`config.mk`:
```
export PLATFORM = sky130hd
export DESIGN_NAME = multimode_shifter
export DESIGN_NICKNAME = d
export VERILOG_FILES = /design/src/rtl/shifter_pkg.sv /design/src/rtl/shift_stage.sv /design/src/rtl/range_detect.sv /design/src/rtl/multimode_shifter.sv
export SDC_FILE = /design/constraint.sdc
export NUM_CORES = 1
export LEC_CHECK = 0
export BUFFER_PORTS_ARGS = -buffer_cell sky130_fd_sc_hd__buf_4
export CAP_MARGIN = 5
export CORE_ASPECT_RATIO = 2
export CORE_MARGIN = 5
export CORE_UTILIZATION = 45
export DETAILED_ROUTE_END_ITERATION = 10
export PLACE_DENSITY = 0.72
export SYNTH_ARGS = -nofsm -noshare
export SYNTH_HDL_FRONTEND = slang
export SYNTH_SLANG_ARGS = --single-unit
```
`constraint.sdc`:
```
create_clock -name vclk -period 5
set_input_delay 0.25 -clock vclk [all_inputs]
set_output_delay 0.25 -clock vclk [all_outputs]
set_load 0.005 [all_outputs]
```
`src/rtl/shifter_pkg.sv`:
```
package shifter_pkg;

  // Shift kind codes carried on the kind input
  typedef enum logic [1:0] {
    KIND_LOGIC = 2'b00,
    KIND_ARITH = 2'b01,
    KIND_ROT   = 2'b10,
    KIND_RSVD  = 2'b11
  } shift_kind_e;

endpackage

```
`src/rtl/shift_stage.sv`:
```
// One fixed-distance stage of the log chain, always shifting toward bit 0.
module shift_stage #(
  parameter int WIDTH = 16,
  parameter int DIST  = 1
) (
  input  logic [WIDTH-1:0] din,
  input  logic             en,
  input  logic             rotate,
  input  logic             fill,
  output logic [WIDTH-1:0] dout
);

  logic [WIDTH-1:0] moved;

  genvar i;
  generate
    for (i = 0; i < WIDTH; i++) begin : g_bit
      if (i + DIST < WIDTH) begin : g_inside
        assign moved[i] = din[i + DIST];
      end else begin : g_edge
        assign moved[i] = rotate ? din[i + DIST - WIDTH] : fill;
      end
    end
  endgenerate

  assign dout = en ? moved : din;

endmodule

```
`src/rtl/range_detect.sv`:
```
// Signed range check for arithmetic left shifts: the top shamt+1 bits
// must all match the sign bit for the product to fit.
module range_detect #(
  parameter int WIDTH = 16,
  parameter int AMT_W = 4
) (
  input  logic [WIDTH-1:0] din,
  input  logic [AMT_W-1:0] shamt,
  input  logic             active,
  output logic             ovf,
  output logic             unf
);

  logic [WIDTH-1:0] in_window;
  logic [WIDTH-1:0] differs;
  logic             sign;
  logic             lost;

  assign sign = din[WIDTH-1];

  genvar i;
  generate
    for (i = 0; i < WIDTH; i++) begin : g_win
      localparam int DEPTH = WIDTH - 1 - i;
      assign in_window[i] = (int'(shamt) >= DEPTH);
      assign differs[i]   = din[i] ^ sign;
    end
  endgenerate

  assign lost = |(in_window & differs);

  always_comb begin
    ovf = 1'b0;
    unf = 1'b0;
    if (active && (shamt != '0) && lost) begin
      ovf = ~sign;
      unf = sign;
    end
  end

endmodule

```
`src/rtl/multimode_shifter.sv`:
```
module multimode_shifter #(
  parameter int WIDTH = 16,
  parameter int AMT_W = $clog2(WIDTH)
) (
  input  logic [WIDTH-1:0] data_in,
  input  logic [AMT_W-1:0] shamt,
  input  logic [1:0]       kind,
  input  logic             to_left,
  output logic [WIDTH-1:0] data_out,
  output logic             ovf_flag,
  output logic             unf_flag
);
  import shifter_pkg::*;

  localparam int STAGES = AMT_W;

  logic                          is_arith;
  logic                          is_rot;
  logic                          fill_bit;
  logic [WIDTH-1:0]              facing;
  logic [STAGES:0][WIDTH-1:0]    chain;

  assign is_arith = (kind == KIND_ARITH);
  assign is_rot   = (kind == KIND_ROT);
  // Only an arithmetic right shift pulls in copies of the sign bit
  assign fill_bit = is_arith & ~to_left & data_in[WIDTH-1];

  // Mirror the word for left shifts so every stage moves toward bit 0
  genvar i;
  generate
    for (i = 0; i < WIDTH; i++) begin : g_mirror_in
      assign facing[i] = to_left ? data_in[WIDTH-1-i] : data_in[i];
    end
  endgenerate

  assign chain[0] = facing;

  // Largest distance first: 8, 4, 2, 1 for the default width
  genvar s;
  generate
    for (s = 0; s < STAGES; s++) begin : g_stage
      localparam int BIT = STAGES - 1 - s;
      shift_stage #(
        .WIDTH (WIDTH),
        .DIST  (1 << BIT)
      ) u_stage (
        .din    (chain[s]),
        .en     (shamt[BIT]),
        .rotate (is_rot),
        .fill   (fill_bit),
        .dout   (chain[s+1])
      );
    end
  endgenerate

  generate
    for (i = 0; i < WIDTH; i++) begin : g_mirror_out
      assign data_out[i] = to_left ? chain[STAGES][WIDTH-1-i] : chain[STAGES][i];
    end
  endgenerate

  range_detect #(
    .WIDTH (WIDTH),
    .AMT_W (AMT_W)
  ) u_range (
    .din    (data_in),
    .shamt  (shamt),
    .active (is_arith & to_left),
    .ovf    (ovf_flag),
    .unf    (unf_flag)
  );

endmodule

```
; Word level (Yosys, flattened, before mapping)
; Cells that the tools add are included.
[op_classes]
n_lt_le_gt_ge = 15
eq_ne = 2
n_mux = 53
bitwise_logic = 21
n_reduce_logical = 4
[op_table]
columns = operator, n
row1 = $mux W16, 4
row2 = $mux W1, 49
row3 = $ge A4 B4 Y1 const B, 8
row4 = $and A16 B15 Y16, 1
row5 = $ge A4 B3 Y1 const B, 4
row6 = $reduce_or A16 Y1, 1
row7 = $xor A1 B1 Y1, 15
row8 = $ge A4 B2 Y1 const B, 2
row9 = $ge A4 B1 Y1 const B, 1
row10 = $reduce_bool A4 Y1, 1
row11 = $and A1 B1 Y1, 3
row12 = $eq A2 B1 Y1 const B, 1
row13 = $eq A2 B2 Y1 const B, 1
row14 = $logic_and A1 B1 Y1, 2
row15 = $not A1 Y1, 2
[word_totals]
register_bits = 0
out_inout_bits = 18
word_cells = 95

; Logic depth before layout (Yosys ltp)
[logic_depth]
word_depth = 12
ltp_mapped = 9
mapped_depth_nobuf = 6

; Cells and area by module
; A second synthesis with hierarchy kept.
[unflattened]
hier_cells = 200
area_unflattened_um2 = 2054.5
[by_module_without_submodules]
columns = mod, n_inst, cells_per_inst, area_per_inst_um2, seq_area_each_um2
row1 = multimode_shifter, 1, 39, 559.3, 0.0
row2 = range_detect, 1, 54, 374.1, 0.0
row3 = shift_stage at g_stage[0].u_stage, 1, 38, 340.3, 0.0
row4 = shift_stage at g_stage[1].u_stage, 1, 27, 282.8, 0.0
row5 = shift_stage at g_stage[2].u_stage, 1, 22, 249.0, 0.0
row6 = shift_stage at g_stage[3].u_stage, 1, 20, 249.0, 0.0

; Worst setup path after synthesis
; Ideal clock, no wire load.
[synth_timing]
path_type = input-to-output
from = in data_in[10]
to = out data_out[14]
t_arrival_ns = 1.841
required_ns = 4.750
slack_ns = 2.909
stages = 7
n_path_buf = 1
cell_sequence = clkbuf_1 -> mux2_2 -> mux2_2 -> mux4_2 -> and2_1 -> a31oi_2 -> mux2i_1
[synth_between]
elab_chain_cells = 7
elab_cells_between_ends = 9
cone_classes = mux (9)
[synth_rtl]
columns = item, line
row1 = "start, declared", multimode_shifter.sv:5  ; input logic [WIDTH-1:0] data_in,
row2 = $mux W1, multimode_shifter.sv:32  ; assign facing[i] = to_left ? data_in[WIDTH-1-i] : data_in[i];
row3 = $mux W16 (*), shift_stage.sv:26  ; assign dout = en ? moved : din;
row4 = $mux W1 or $mux W16 (tied branches), "shift_stage.sv:21, shift_stage.sv:26"
row5 = $mux W16 (*) (3 in a row), shift_stage.sv:26
row6 = $mux W1 (*), multimode_shifter.sv:58  ; assign data_out[i] = to_left ? chain[STAGES][WIDTH-1-i] : chain[STAGES][i];
row7 = "end, declared", multimode_shifter.sv:9  ; output logic [WIDTH-1:0] data_out,
; Every way passes the cells marked *; elsewhere a longest branch is shown, timed or not.

; Final worst setup path
[layout_timing]
from = in to_left
to = out data_out[14]
[layout_between]
elab_chain_cells = 9
elab_cells_between_ends = 31
cone_classes = mux (28) / bitwise (3)
[layout_rtl]
columns = item, line
row1 = "start, declared", multimode_shifter.sv:8  ; input logic to_left,
row2 = $not A1 Y1, multimode_shifter.sv:26  ; assign fill_bit = is_arith & ~to_left & data_in[WIDTH-1];
row3 = $and A1 B1 Y1 (2 in a row), multimode_shifter.sv:26
row4 = $mux W1, shift_stage.sv:21  ; assign moved[i] = rotate ? din[i + DIST - WIDTH] : fill;
row5 = $mux W16 (4 in a row), shift_stage.sv:26
row6 = $mux W1 (*), multimode_shifter.sv:58
; Marks and branches as above.

==> load_flow_metrics.sql <==
INSERT INTO impl_metrics (metric_group, metric, value, unit) VALUES
('run_status', 'outcome', 'completed', ''),
('routing', 'route.detailed.wl_per_inst', '21.12', 'um'),
('logic_synthesis', 'synth-compound-area-share', '25.54', '%'),
('global_routing', 'global_route_wire_length_before_repair', '11720', 'um'),
('logic_synthesis', 'yosys.area_share.simple', '21.41', '%'),
('logic_synthesis', 'dominant_combinational_cell_family_by_area_after_synthesis', 'multiplexers', ''),
('global_routing', 'grt_overflow', '0', ''),
('timing', 'finalMaxSlewViolations', '0', ''),
('power_and_ir_drop', 'total_leakage_power', '0.9868', 'nW'),
('floorplan', 'fp.dieH', '110.5', 'um'),
('routing', 'remaining_drc_errors', '0', ''),
('finish', 'non_filler_cell_area_final', '2371', 'um^2'),
('finish', 'fin_nets', '319', ''),
('routing', 'drt_iter0_markers', '113', ''),
('floorplan', 'io_pins', '41', ''),
('logic_synthesis', 'post_synth_inst_count', '284', ''),
('logic_synthesis', 'synth_cell_type_count', '65', ''),
('timing', 'timing.final.crit_share', '64.57', '%'),
('finish', 'layout-drive-gt1-share', '21.43', '%'),
('min_path', 'worstHoldPathType', 'primary input to output pin', ''),
('logic_synthesis', 'synth_nets', '307', ''),
('routing', 'drtAntennaViolNets', '0', ''),
('floorplan', 'fp.dieW', '60.26', 'um'),
('logic_synthesis', 'ys_warns', '0', ''),
('finish', 'multi_input_comb_area', '1977', 'um^2'),
('placement', 'post-dp-hpwl', '5667', 'um'),
('routing', 'vias', '2446', ''),
('placement', 'dpl-instance-area', '2371', 'um^2'),
('timing', 'fmax', '309.7', 'MHz'),
('logic_synthesis', 'post_synth_fa_ha_maj_area_fraction', '0', '%'),
('setup_path', 'setup.worst_path.class', 'primary input to output pin', ''),
('global_routing', 'number_of_global_route_vias_before_repair', '2412', ''),
('floorplan', 'row_count', '36', ''),
('timing', 'worst_slew_pin_slew', '0.6298', 'ns'),
('power_and_ir_drop', 'power-per-cell-area', '115.9', 'nW/um^2'),
('routing', 'drt-vias-per-instance', '6.969', ''),
('global_routing', 'track_usage', '21.97', '%'),
('logic_synthesis', 'post_synth.cell_area_avg', '8.005', 'um^2'),
('logic_synthesis', 'synth.area.mux_share', '37.70', '%'),
('finish', 'number_of_antenna_repair_diodes', '0', ''),
('floorplan', 'start_util', '46.30', '%'),
('setup_path', 'element_type_at_the_critical_path_end', 'output pin', ''),
('finish', 'most_frequent_cells_in_the_layout', 'sky130_fd_sc_hd__mux2i_1 (50), sky130_fd_sc_hd__buf_4 (41), sky130_fd_sc_hd__nand2_1 (23)', ''),
('power_and_ir_drop', 'totalPowerFinal', '0.2747', 'mW'),
('setup_path', 'cp-start-kind', 'primary input', ''),
('global_routing', 'grt_start_max_net_pins', '46', ''),
('setup_path', 'cp.required', '4.75', 'ns'),
('floorplan', 'core_area', '4910', 'um^2'),
('run', 'maxCapViolCount', '0', ''),
('finish', 'layout_commonest_cell', 'sky130_fd_sc_hd__mux2i_1', ''),
('logic_synthesis', 'parity_gate_share_of_the_synthesized_area_counting_xor_and_xnor_cells', '2.312', '%'),
('cts', 'number_of_gates_resized_after_cts', '0', ''),
('timing', 'rsz0062_at_grt', 'no', ''),
('finish', 'final.clkbuf_count', '0', ''),
('timing', 'setup_viol', '0', ''),
('placement', 'numPortBuffers', '41', ''),
('finish', 'ff_latch_area', '0', 'um^2'),
('setup_path', 'critical_path_data_arrival_time', '2.98', 'ns'),
('global_routing', 'antenna_found_initial', '0', ''),
('logic_synthesis', 'synth_area', '2273', 'um^2'),
('logic_synthesis', 'yosysSeqAreaShare', '0', '%'),
('timing', 'final_critical_path_setup_slack', '1.771', 'ns'),
('timing', 'hold_viol', '0', ''),
('finish', 'fin_cells', '351', ''),
('finish', 'flops_and_latches', '0', ''),
('finish', 'filler_cell_count', '497', ''),
('routing', 'routed_wl', '7412', 'um'),
('min_path', 'min_delay_path_depth', '4', ''),
('setup_path', 'crit_path_start', 'to_left', ''),
('timing', 'timing.slew.headroom', '57.77', '%'),
('finish', 'syn_to_final_growth', '4.293', '%'),
('setup_path', 'crit_end', 'data_out[14]', ''),
('power_and_ir_drop', 'worst_ir_drop_vdd', '0.07139', 'mV'),
('cts', 'cts_setup_buffers', '0', ''),
('timing', 'finalWorstPathRequiredPeriod', '3.229', 'ns'),
('cts', 'cts-hold-fix-buffers', '0', ''),
('placement', 'globalplace.congestion', '0.9161', ''),
('floorplan', 'fp.dieArea', '6660', 'um^2'),
('placement', 'place_inst', '351', ''),
('routing', 'detailedRoute.firstPassIterationCount', '5', ''),
('placement', 'pre_cts_slack', '1.772', 'ns'),
('setup_path', 'worst-path-max-fanout', '45', ''),
('timing', 'finalSetupTns', '0', 'ns');
## worst min-delay path by stage
stage	startpoint	to	slack [ns]
final	kind[0]	unf_flag	0.99
after floorplan	kind[0]	unf_flag	0.65
after CTS	kind[0]	unf_flag	0.99
after global placement	kind[0]	unf_flag	0.99
after detailed placement	kind[0]	unf_flag	0.99
after global routing	kind[1]	ovf_flag	1.02
## metrics by stage
step,utilization (%),hold slack (ns)
2_1_floorplan,-,0.6544
3_3_place_gp,48.29,0.9878
3_5_place_dp,48.29,0.9888
4_1_cts,48.29,0.9891
5_1_grt,48.29,1.023
6_report,48.29,0.9893
## cell usage after synthesis, drive strengths merged, types with 3 or more instances
cell type / n / share of area, %
nand3b: 4 / 1.3
clkbuf: 15 / 5.8
a31oi: 4 / 1.4
mux2i: 50 / 22
o211ai: 13 / 4.5
nor2b: 7 / 1.9
a22o: 3 / 1.2
xnor2: 6 / 2.3
nand2: 23 / 3.8
and3: 3 / 0.83
and2: 6 / 1.7
a31o: 3 / 1.2
buf: 16 / 6.5
nor2: 18 / 3.1
a211o: 3 / 1.3
o22ai: 7 / 1.9
nand3: 9 / 2.0
o221ai: 3 / 1.2
nand4: 3 / 0.83
nand2b: 7 / 1.9
mux4: 10 / 10
o21ai: 10 / 2.2
nor3: 3 / 0.88
a21oi: 12 / 2.6
a221oi: 5 / 1.9
mux2: 11 / 5.4
## power by group
part,internal (mW),total [mW],switching [mW]
logic,0.128,0.275,0.147
registers,0,0,0
clock network,0,0,0
## cells by family after synthesis
logic type | Yosys count
AOI/OAI and AO/OA | 80
buffers and inverters | 35
xor gates and xnor gates | 6
and+or+nand+nor | 92
muxes | 71
## critical path, cell delays in order
cell and delay, ns:
sky130_fd_sc_hd__buf_4 0.46, sky130_fd_sc_hd__clkinv_1 0.67, sky130_fd_sc_hd__mux2_2 0.49, sky130_fd_sc_hd__mux4_2 0.47
sky130_fd_sc_hd__and2_1 0.18, sky130_fd_sc_hd__a31oi_2 0.17, sky130_fd_sc_hd__mux2i_1 0.10, sky130_fd_sc_hd__buf_4 0.16
## metal layers
layer / up-vias / share of wire [%] / global-route usage, %
li1: 1125 / - / -
met1: 1172 / 36 / 24.98
met2: 113 / 54 / 39.31
met3: 36 / 5.1 / 1.402
met4: 0 / 4.9 / 9.911
met5: - / 0 / 0
## layout make-up
class | instances | area share [%]
Timing Repair Buffer | 41 | 12.98
Inverter | 4 | 0.6332
Tap cell | 57 | 3.008
Multi-Input combinational cell | 249 | 83.38
No activity file was read; power rests on OpenSTA's default activity.
